--- src/rtl/tmr_pkg.sv ---
package tmr_pkg;
    localparam int NREG = 4;

    typedef enum logic {
        ST_HALT  = 1'b0,
        ST_COUNT = 1'b1
    } run_state_t;

    localparam logic [2:0] AD_CTRL = 3'd0;
    localparam logic [2:0] AD_MODE = 3'd1;
    localparam logic [2:0] AD_CNT  = 3'd2;
    localparam logic [2:0] AD_FLAG = 3'd3;

    localparam logic [1:0] ACT_NONE   = 2'b00;
    localparam logic [1:0] ACT_LOW    = 2'b01;
    localparam logic [1:0] ACT_HIGH   = 2'b10;
    localparam logic [1:0] ACT_TOGGLE = 2'b11;
endpackage

--- src/rtl/tmr_prescale.sv ---
module tmr_prescale #(
    parameter int SEL_W    = 3,
    parameter int PRE_STEP = 1
) (
    input  logic             clk,
    input  logic             rst_n,
    input  logic [SEL_W-1:0] sel,
    output logic             tick
);
    localparam int DIV_W = ((1 << SEL_W) - 1) * PRE_STEP;

    logic [DIV_W-1:0] div_q;
    logic [DIV_W-1:0] mask;

    always_ff @(posedge clk) begin
        if (!rst_n) div_q <= '0;
        else        div_q <= div_q + 1'b1;
    end

    always_comb begin
        mask = DIV_W'((64'd1 << (int'(sel) * PRE_STEP)) - 64'd1);
        tick = ((div_q & mask) == mask);
    end
endmodule

--- src/rtl/tmr_edge.sv ---
module tmr_edge #(
    parameter int STAGES = 2
) (
    input  logic clk,
    input  logic rst_n,
    input  logic pin,
    output logic rise,
    output logic fall
);
    logic [STAGES:0] sh_q;

    always_ff @(posedge clk) begin
        if (!rst_n) sh_q <= '0;
        else        sh_q <= {sh_q[STAGES-1:0], pin};
    end

    assign rise = sh_q[STAGES-1] & ~sh_q[STAGES];
    assign fall = ~sh_q[STAGES-1] & sh_q[STAGES];
endmodule

--- src/rtl/tmr_chan.sv ---
module tmr_chan
    import tmr_pkg::*;
#(
    parameter int CW       = 16,
    parameter int PRE_STEP = 1,
    parameter int SYNC     = 2
) (
    input  logic                clk,
    input  logic                rst_n,
    input  logic                wr_en,
    input  logic [2:0]          addr,
    input  logic [CW-1:0]       wdata,
    output logic [CW-1:0]       rdata,
    input  logic [NREG-1:0]     cap_in,
    output logic [NREG-1:0]     cmp_out
);
    localparam int MODE_W = 4 * NREG;

    logic [2:0]        clk_sel;
    logic [2:0]        clr_sel;
    logic [1:0]        buf_en;
    logic              run_bit;
    logic [MODE_W-1:0] mode_q;
    logic [CW-1:0]     cnt_q;
    logic [CW-1:0]     gr_q [NREG];
    logic [NREG-1:0]   flag_q;
    logic [NREG-1:0]   out_q;
    logic [NREG-1:0]   rise, fall;
    logic [NREG-1:0]   match_ev, cap_ev;
    logic              clr_hit;
    logic              tick;
    logic              cnt_en;
    run_state_t        state_q, state_d;

    tmr_prescale #(.SEL_W(3), .PRE_STEP(PRE_STEP)) u_pre (
        .clk(clk), .rst_n(rst_n), .sel(clk_sel), .tick(tick)
    );

    for (genvar g = 0; g < NREG; g++) begin : g_edge
        tmr_edge #(.STAGES(SYNC)) u_edge (
            .clk(clk), .rst_n(rst_n), .pin(cap_in[g]),
            .rise(rise[g]), .fall(fall[g])
        );
    end

    // run state register
    always_ff @(posedge clk) begin
        if (!rst_n) state_q <= ST_HALT;
        else        state_q <= state_d;
    end

    always_comb begin
        state_d = state_q;
        unique case (state_q)
            ST_HALT:  if (run_bit)  state_d = ST_COUNT;   // GO
            ST_COUNT: if (!run_bit) state_d = ST_HALT;    // STOP
        endcase
    end

    // state outputs
    always_comb cnt_en = (state_q == ST_COUNT);

    // event decode
    always_comb begin
        match_ev = '0;
        cap_ev   = '0;
        clr_hit  = 1'b0;
        for (int r = 0; r < NREG; r++) begin
            if (!((r >= 2) && buf_en[r % 2])) begin
                match_ev[r] = !mode_q[4*r] && cnt_en && tick && (cnt_q == gr_q[r]);
                cap_ev[r]   = mode_q[4*r] &&
                              ((mode_q[4*r+1] && rise[r]) || (mode_q[4*r+2] && fall[r]));
            end
            if ((clr_sel == 3'(r + 1)) && (match_ev[r] || cap_ev[r])) clr_hit = 1'b1;
        end
    end

    // configuration
    always_ff @(posedge clk) begin
        if (!rst_n) begin
            clk_sel <= '0;
            clr_sel <= '0;
            buf_en  <= '0;
            run_bit <= 1'b0;
            mode_q  <= '0;
        end else if (wr_en) begin
            if (addr == AD_CTRL) begin
                clk_sel <= wdata[2:0];
                clr_sel <= wdata[5:3];
                buf_en  <= wdata[7:6];
                run_bit <= wdata[8];
            end
            if (addr == AD_MODE) mode_q <= wdata[MODE_W-1:0];
        end
    end

    // counter
    always_ff @(posedge clk) begin
        if (!rst_n)                         cnt_q <= '0;
        else if (wr_en && addr == AD_CNT)   cnt_q <= wdata;
        else if (clr_hit)                   cnt_q <= '0;
        else if (cnt_en && tick)            cnt_q <= cnt_q + 1'b1;
    end

    // general registers with buffer pairing
    always_ff @(posedge clk) begin
        if (!rst_n) begin
            for (int r = 0; r < NREG; r++) gr_q[r] <= '0;
        end else begin
            for (int r = 0; r < NREG; r++)
                if (wr_en && addr == 3'(4 + r)) gr_q[r] <= wdata;
            for (int r = 0; r < 2; r++) begin
                if (cap_ev[r]) begin
                    gr_q[r] <= cnt_q;
                    if (buf_en[r]) gr_q[r+2] <= gr_q[r];
                end else if (match_ev[r] && buf_en[r]) begin
                    gr_q[r] <= gr_q[r+2];
                end
            end
            for (int r = 2; r < NREG; r++)
                if (cap_ev[r]) gr_q[r] <= cnt_q;
        end
    end

    // compare outputs
    always_ff @(posedge clk) begin
        if (!rst_n) out_q <= '0;
        else begin
            for (int r = 0; r < NREG; r++) begin
                if (match_ev[r]) begin
                    unique case (mode_q[4*r+1 +: 2])
                        ACT_NONE:   out_q[r] <= out_q[r];
                        ACT_LOW:    out_q[r] <= 1'b0;
                        ACT_HIGH:   out_q[r] <= 1'b1;
                        ACT_TOGGLE: out_q[r] <= ~out_q[r];
                    endcase
                end
            end
        end
    end

    // sticky flags
    always_ff @(posedge clk) begin
        if (!rst_n) flag_q <= '0;
        else flag_q <= ((wr_en && addr == AD_FLAG) ? (flag_q & wdata[NREG-1:0]) : flag_q)
                       | match_ev | cap_ev;
    end

    assign cmp_out = out_q;

    always_comb begin
        rdata = '0;
        if (addr[2]) rdata = gr_q[addr[1:0]];
        else begin
            unique case (addr[1:0])
                2'd0: rdata = CW'({run_bit, buf_en, clr_sel, clk_sel});
                2'd1: rdata = CW'(mode_q);
                2'd2: rdata = cnt_q;
                2'd3: rdata = CW'(flag_q);
            endcase
        end
    end
endmodule

--- config.mk ---
export PLATFORM = sky130hd
export DESIGN_NAME = tmr_chan
export DESIGN_NICKNAME = d
export VERILOG_FILES = /design/src/rtl/tmr_pkg.sv /design/src/rtl/tmr_prescale.sv /design/src/rtl/tmr_edge.sv /design/src/rtl/tmr_chan.sv
export SDC_FILE = /design/constraint.sdc
export NUM_CORES = 1
export LEC_CHECK = 0
export ABC_AREA = 1
export BUFFER_PORTS_ARGS = -buffer_cell sky130_fd_sc_hd__buf_2
export CAP_MARGIN = 15
export CORE_MARGIN = 4
export CORE_UTILIZATION = 51
export DETAILED_ROUTE_END_ITERATION = 8
export GPL_ROUTABILITY_DRIVEN = 0
export PLACE_DENSITY_LB_ADDON = 0.15
export SYNTH_ARGS = -nofsm -noshare
export SYNTH_HDL_FRONTEND = slang
export SYNTH_SLANG_ARGS = --single-unit
--- constraint.sdc ---
create_clock -name clk -period 3.47 [get_ports clk]
set_input_delay 0.694 -clock clk [delete_from_list [all_inputs] [get_ports clk]]
set_output_delay 0.694 -clock clk [all_outputs]
set_load 0.005 [all_outputs]
==> metrics.yaml, run 1 <==
status: "finished clean"
swShare: 0.286
grt_pass1_vias: 8554
leakage_nw: 4.31
clockRootBuffer: "clkbuf_16"
die_w_um: 141
ys_seq_elements: 133
cp_top_family: "buffers and inverters"
ir_worst_vdd_uv: 369
period_share: 0.885
dr.pass1.iters: 6
worst_pin_slew_ns: 0.650
final_hold_viol_count: 0
synth_area_um2: 9030
clk_latency_ns: 0.44
cap_violations: 0
cp.required_ns: 2.78
tns_ns: 0
cts_buffers: 17
crit_arrival_ns: 2.38
synth-edff-count: 64
core_um2: 17300
max_stage_delay_ns: 0.54
worstPathMaxFanout: 11
clk_pin_slew_ns: 0.06
fin_area_um2: 9890
layout_common_cells: "nand2_1 (275), o21ai_0 (146), inv_1 (138), nor2_1 (130), dfxtp_1 (69)"
timing.rr.start: "clk_sel[2]"
syn-num-nets: 1305
pwr-share-seq: 0.431
drt_iter0_drc: 1427
pwr-share-comb: 0.127
hpwl_um: 23600
area_growth_pct: 9.50
synth_area_leader_cell: "edfxtp_1"
grt_setup_unrepaired: "no"
synth-seq-area-share: 0.366
fin_skew_ns: 0.00879
ys.warnings.count: 0
slowest_stage: "inv_1"
final_common_cell: "nand2_1"
grt_overflow_total: 0
startpoint_type: "input pin"
period_needed_ns: 3.07
hold_class: "register to register"
dieArea_um2: 19900
nets: 1325
routed_via_density: 6.16
cts_setup_buffers: 0
drive_above_1_share: 0.134
cts_tree: "yes"
min_from: "g_edge[3].u_edge.sh_q[0]"
drc_errors: 0
antenna_found_initial: 0
power.internal_w: 0.00300
synth_area_leaders: "edfxtp_1 (21%), dfxtp_1 (15%), nand2_1 (11%)"
p_sw_w: 0.00120
via_count: 9462
ys.flop_type: "dfxtp_1"
cts.sink_count: 133
async_reset_ff_frac: 0
p_clk_frac: 0.441
post_cts_resized: 0
setup_violations: 0
fmax_ghz: 0.326
h-tree-depth: 4
syn_area_per_cell_um2: 7.07
wire_per_inst_um: 21.9
pin_count: 46
crit_buf_inv: 4
relSlewSlack: 0.566
dieHeight_um: 141
grt_pass1_wl_um: 50700
grt_max_degree: 44
endpoint_kind: "output port"
num_antenna_cells: 0
antenna_left: 0
finalMaxSlewViolations: 0
numPortBuffers: 45
synth_top_area_share: 0.213
postRouteWirelength_um: 33600
fp-row-count: 48
syn-instance-count: 1277
cts_hold_buf: 0
grt.total_usage: 0.336
power_density_nw_per_um2: 425
path_cells: "buf_2 -> inv_1 -> nand2_1 -> inv_1 -> a221oi_1 -> o21ai_0 -> buf_2"
cts_buffer_depth: 2
initial_utilization: 0.522
placed_area_um2: 9300
synth_cell_type_count: 53
worstSetupPathType: "input pin to output port"
crit_path_start: "addr[0]"
-- synthesized netlist by cell type, types with 12 or more instances --
master and count:
inv_2 13, nor3_1 12, o211ai_1 15, dfxtp_1 69
buf_4 12, a21oi_1 65, nor2_1 130, inv_1 138
xor2_1 25, o21ai_0 146, nand2_1 275, buf_6 15
clkbuf_1 32, edfxtp_1 64, o21ai_1 15, nor2_2 15
o22ai_1 40, nand3_1 61
-- metal layers --
metal / routed length, um / track usage / up-vias
met5: 0 / 0 / -
met3: 4560 / 0.0977 / 130
met2: 14500 / 0.508 / 703
met1: 13000 / 0.454 / 4319
met4: 1530 / 0.133 / 0
li1: - / - / 4310
-- tightest hold or removal path, cell delays in order (launching register included) --
cell	delay, ns
dfxtp_1	0.30
nand2_1	0.05
inv_1	0.04
-- registers in the layout (all words and copies together), names as in the netlist --
register	flops
buf_en	2
clk_sel	3
clr_sel	3
cmp_out	4
cnt_en	1
cnt_q	16
flag_q	4
g_edge.u_edge.sh_q	12
gr_q	64
mode_q	16
run_bit	1
u_pre.div_q	7
-- cell families after synthesis --
logic type | count (synthesis) | share of synthesized area
flip-flops | 133 | 0.366
adder cells (fa/ha/maj) | 2 | 0.00277
AND/OR/NAND/NOR | 550 | 0.273
XOR/XNOR | 35 | 0.0339
AO/OA/AOI/OAI | 323 | 0.203
multiplexers | 2 | 0.00249
buffers and inverters | 232 | 0.119
-- power by group through the flow --
stage,Sequential [W],Clock (W),Combinational (W)
after floorplan,0.00179,0,0.000376
after CTS,0.00181,0.00185,0.000518
after global placement,0.00184,0,0.000512
after detailed placement,0.00184,0,0.000515
final,0.00181,0.00185,0.000536
after global routing,0.00182,0.00193,0.000581
-- per-stage QoR --
| step | power, W | hold WS [ns] | cells | worst slack, ns | utilization |
|---|---|---|---|---|---|
| after floorplan | 0.00216 | 0.390 | 1277 | 0.957 | - |
| after global placement | 0.00235 | 0.393 | 1503 | 0.486 | 0.538 |
| after detailed placement | 0.00235 | 0.400 | 1503 | 0.493 | 0.538 |
| after CTS | 0.00418 | 0.414 | 1535 | 0.484 | 0.572 |
| after global routing | 0.00433 | 0.442 | 1535 | 0.314 | 0.572 |
| final | 0.00420 | 0.409 | 1535 | 0.400 | 0.572 |
-- final cells by class --
type | count | area (um^2)
clock inverters | 15 | 163
well taps | 225 | 282
multi-input cells | 912 | 4650
repair buffers | 70 | 425
clock buffers | 17 | 425
inverters | 163 | 642
fillers | 1690 | 7410
flip-flops and latches | 133 | 3300
-- final timing paths --
check                                  end  slack, ns  depth (start not counted)
setup / recovery                  rdata[7]       0.40                          7
hold / removal    g_edge[3].u_edge.sh_q[1]       0.41                          2
setup reg to reg                  cnt_q[9]       0.68                         15
hold reg to reg   g_edge[3].u_edge.sh_q[1]       0.41                          2
Power figures use the tool's default switching activity.
==> run 2, diff against run 1 <==
==> constraint.sdc (replaced) <==
create_clock -name clk -period 3.47 [get_ports clk]
set_input_delay 0.5205 -clock clk [delete_from_list [all_inputs] [get_ports clk]]
set_output_delay 0.5205 -clock clk [all_outputs]
set_load 0.005 [all_outputs]
==> run 2 against run 1 <==
Compared with the run above: clock skew rose by 0.0037 ns; power fell by 1.4%; worst setup slack improved by 0.23 ns; highest routed layer unchanged.
==> metrics.yaml, run 2 (synthesis gave the netlist of run 1 again) <==
status: "finished clean"
place_ws_ns: 0.653
wire_per_inst_um: 21.6
setup_violations: 0
cap_violations: 0
cp.required_ns: 3.60
pwr-share-comb: 0.130
pwr-share-seq: 0.438
cp_top_family: "simple AND/OR/NAND/NOR gates"
max_stage_delay_ns: 0.70
relSlewSlack: 0.512
nets: 1331
fill_cells: 1614
worstSetupPathType: "register to register"
cts.sink_count: 133
cts_buffer_depth: 2
period_needed_ns: 2.84
ir_worst_vdd_uv: 341
cts_tree: "yes"
drt_iter0_drc: 1567
grt.total_usage: 0.335
grt_pass1_wl_um: 51000
grt_overflow_total: 0
cts_buffers: 17
layout_common_cells: "nand2_1 (275), o21ai_0 (146), inv_1 (138), nor2_1 (130), dfxtp_1 (69)"
largest_register_ffs: 64
fin_ws_ns: 0.630
clk_latency_ns: 0.44
via_count: 9359
tns_ns: 0
crit_buf_inv: 1
fmax_ghz: 0.352
power_density_nw_per_um2: 418
slowest_stage: "dfxtp_1"
grt_max_degree: 35
h-tree-depth: 4
p_total_w: 0.00414
fin_skew_ns: 0.0124
core_um2: 17300
drc_errors: 0
p_sw_w: 0.00124
fp-row-count: 48
crit_arrival_ns: 2.97
num_antenna_cells: 0
leakage_nw: 4.35
numPortBuffers: 45
routed_via_density: 6.07
hold_class: "input pin to register"
swShare: 0.299
dieHeight_um: 141
pin_count: 46
startpoint_type: "register"
dr.pass1.iters: 6
path_cells: "xor2_1 -> nor2_1 -> nand2_1 -> nor2_1 -> nand2_1 -> nor2_2 -> nand3_1 -> nand4_1 -> buf_4"
final_hold_viol_count: 0
p_clk_frac: 0.431
area_growth_pct: 9.74
hpwl_um: 24400
dieArea_um2: 19900
power.internal_w: 0.00290
grt_setup_unrepaired: "no"
postRouteWirelength_um: 33300
grt_pass1_vias: 8802
worstPathMaxFanout: 12
top_register: "gr_q"
cts_setup_buffers: 0
period_share: 0.818
top_regs: "gr_q: 64 flops, cnt_q: 16 flops, mode_q: 16 flops"
endpoint_kind: "register"
clk_pin_slew_ns: 0.06
initial_utilization: 0.522
antenna_found_initial: 0
final_common_cell: "nand2_1"
drive_above_1_share: 0.141
cts_hold_buf: 0
clockRootBuffer: "clkbuf_16"
worst_pin_slew_ns: 0.730
die_w_um: 141
finalMaxSlewViolations: 0
post_cts_resized: 0
antenna_left: 0
==> run 2: final timing paths <==
| path | cells after the start | slack [ns] | to | startpoint |
|---|---|---|---|---|
| max reg2reg | 9 | 0.63 | gr_q[0][4] | cnt_q[11] |
| max | 9 | 0.63 | gr_q[0][4] | cnt_q[11] |
| min reg2reg | 2 | 0.41 | g_edge[3].u_edge.sh_q[1] | g_edge[3].u_edge.sh_q[0] |
| min | 3 | 0.26 | g_edge[2].u_edge.sh_q[0] | cap_in[2] |
==> run 2: final cells by class <==
class	instances	area [um^2]	share of cell area
Multi-Input combinational cell	912	4650	0.469
Tap cell	225	282	0.0284
Sequential cell	133	3300	0.333
Clock inverter	13	121	0.0122
Inverter	163	642	0.0648
Timing Repair Buffer	76	470	0.0475
Clock buffer	19	443	0.0447
==> run 2: metrics by stage <==
step                      hold WS [ns]  instances  utilization  instance area, um^2
after floorplan                  0.390       1277            -                 9030
after global placement           0.392       1509        0.540                 9350
after detailed placement         0.402       1509        0.540                 9350
after CTS                        0.263       1541        0.573                 9910
after global routing             0.288       1541        0.573                 9910
final                            0.264       1541        0.573                 9910
==> run 2: worst reg2reg max path, cell delays in order (launching register included) <==
cell	delay, ns
dfxtp_1	0.70
xor2_1	0.14
nor2_1	0.13
nand2_1	0.06
nor2_1	0.24
nand2_1	0.16
nor2_2	0.21
nand3_1	0.13
nand4_1	0.43
buf_4	0.32
==> run 2: per-layer routing <==
metal	vias to the layer above	routed length, um	GRT usage
met2	674	14500	0.508
met1	4223	12900	0.437
met4	0	2060	0.181
li1	4322	-	-
met3	140	3910	0.0885
met5	-	0	0
==> run 2: power groups by stage <==
stage                     clock [W]  combinational (W)  sequential (W)
final                       0.00179           0.000540         0.00182
after global routing        0.00186           0.000587         0.00182
after CTS                   0.00179           0.000522         0.00181
after detailed placement          0           0.000519         0.00184
after global placement            0           0.000516         0.00184
after floorplan                   0           0.000376         0.00179
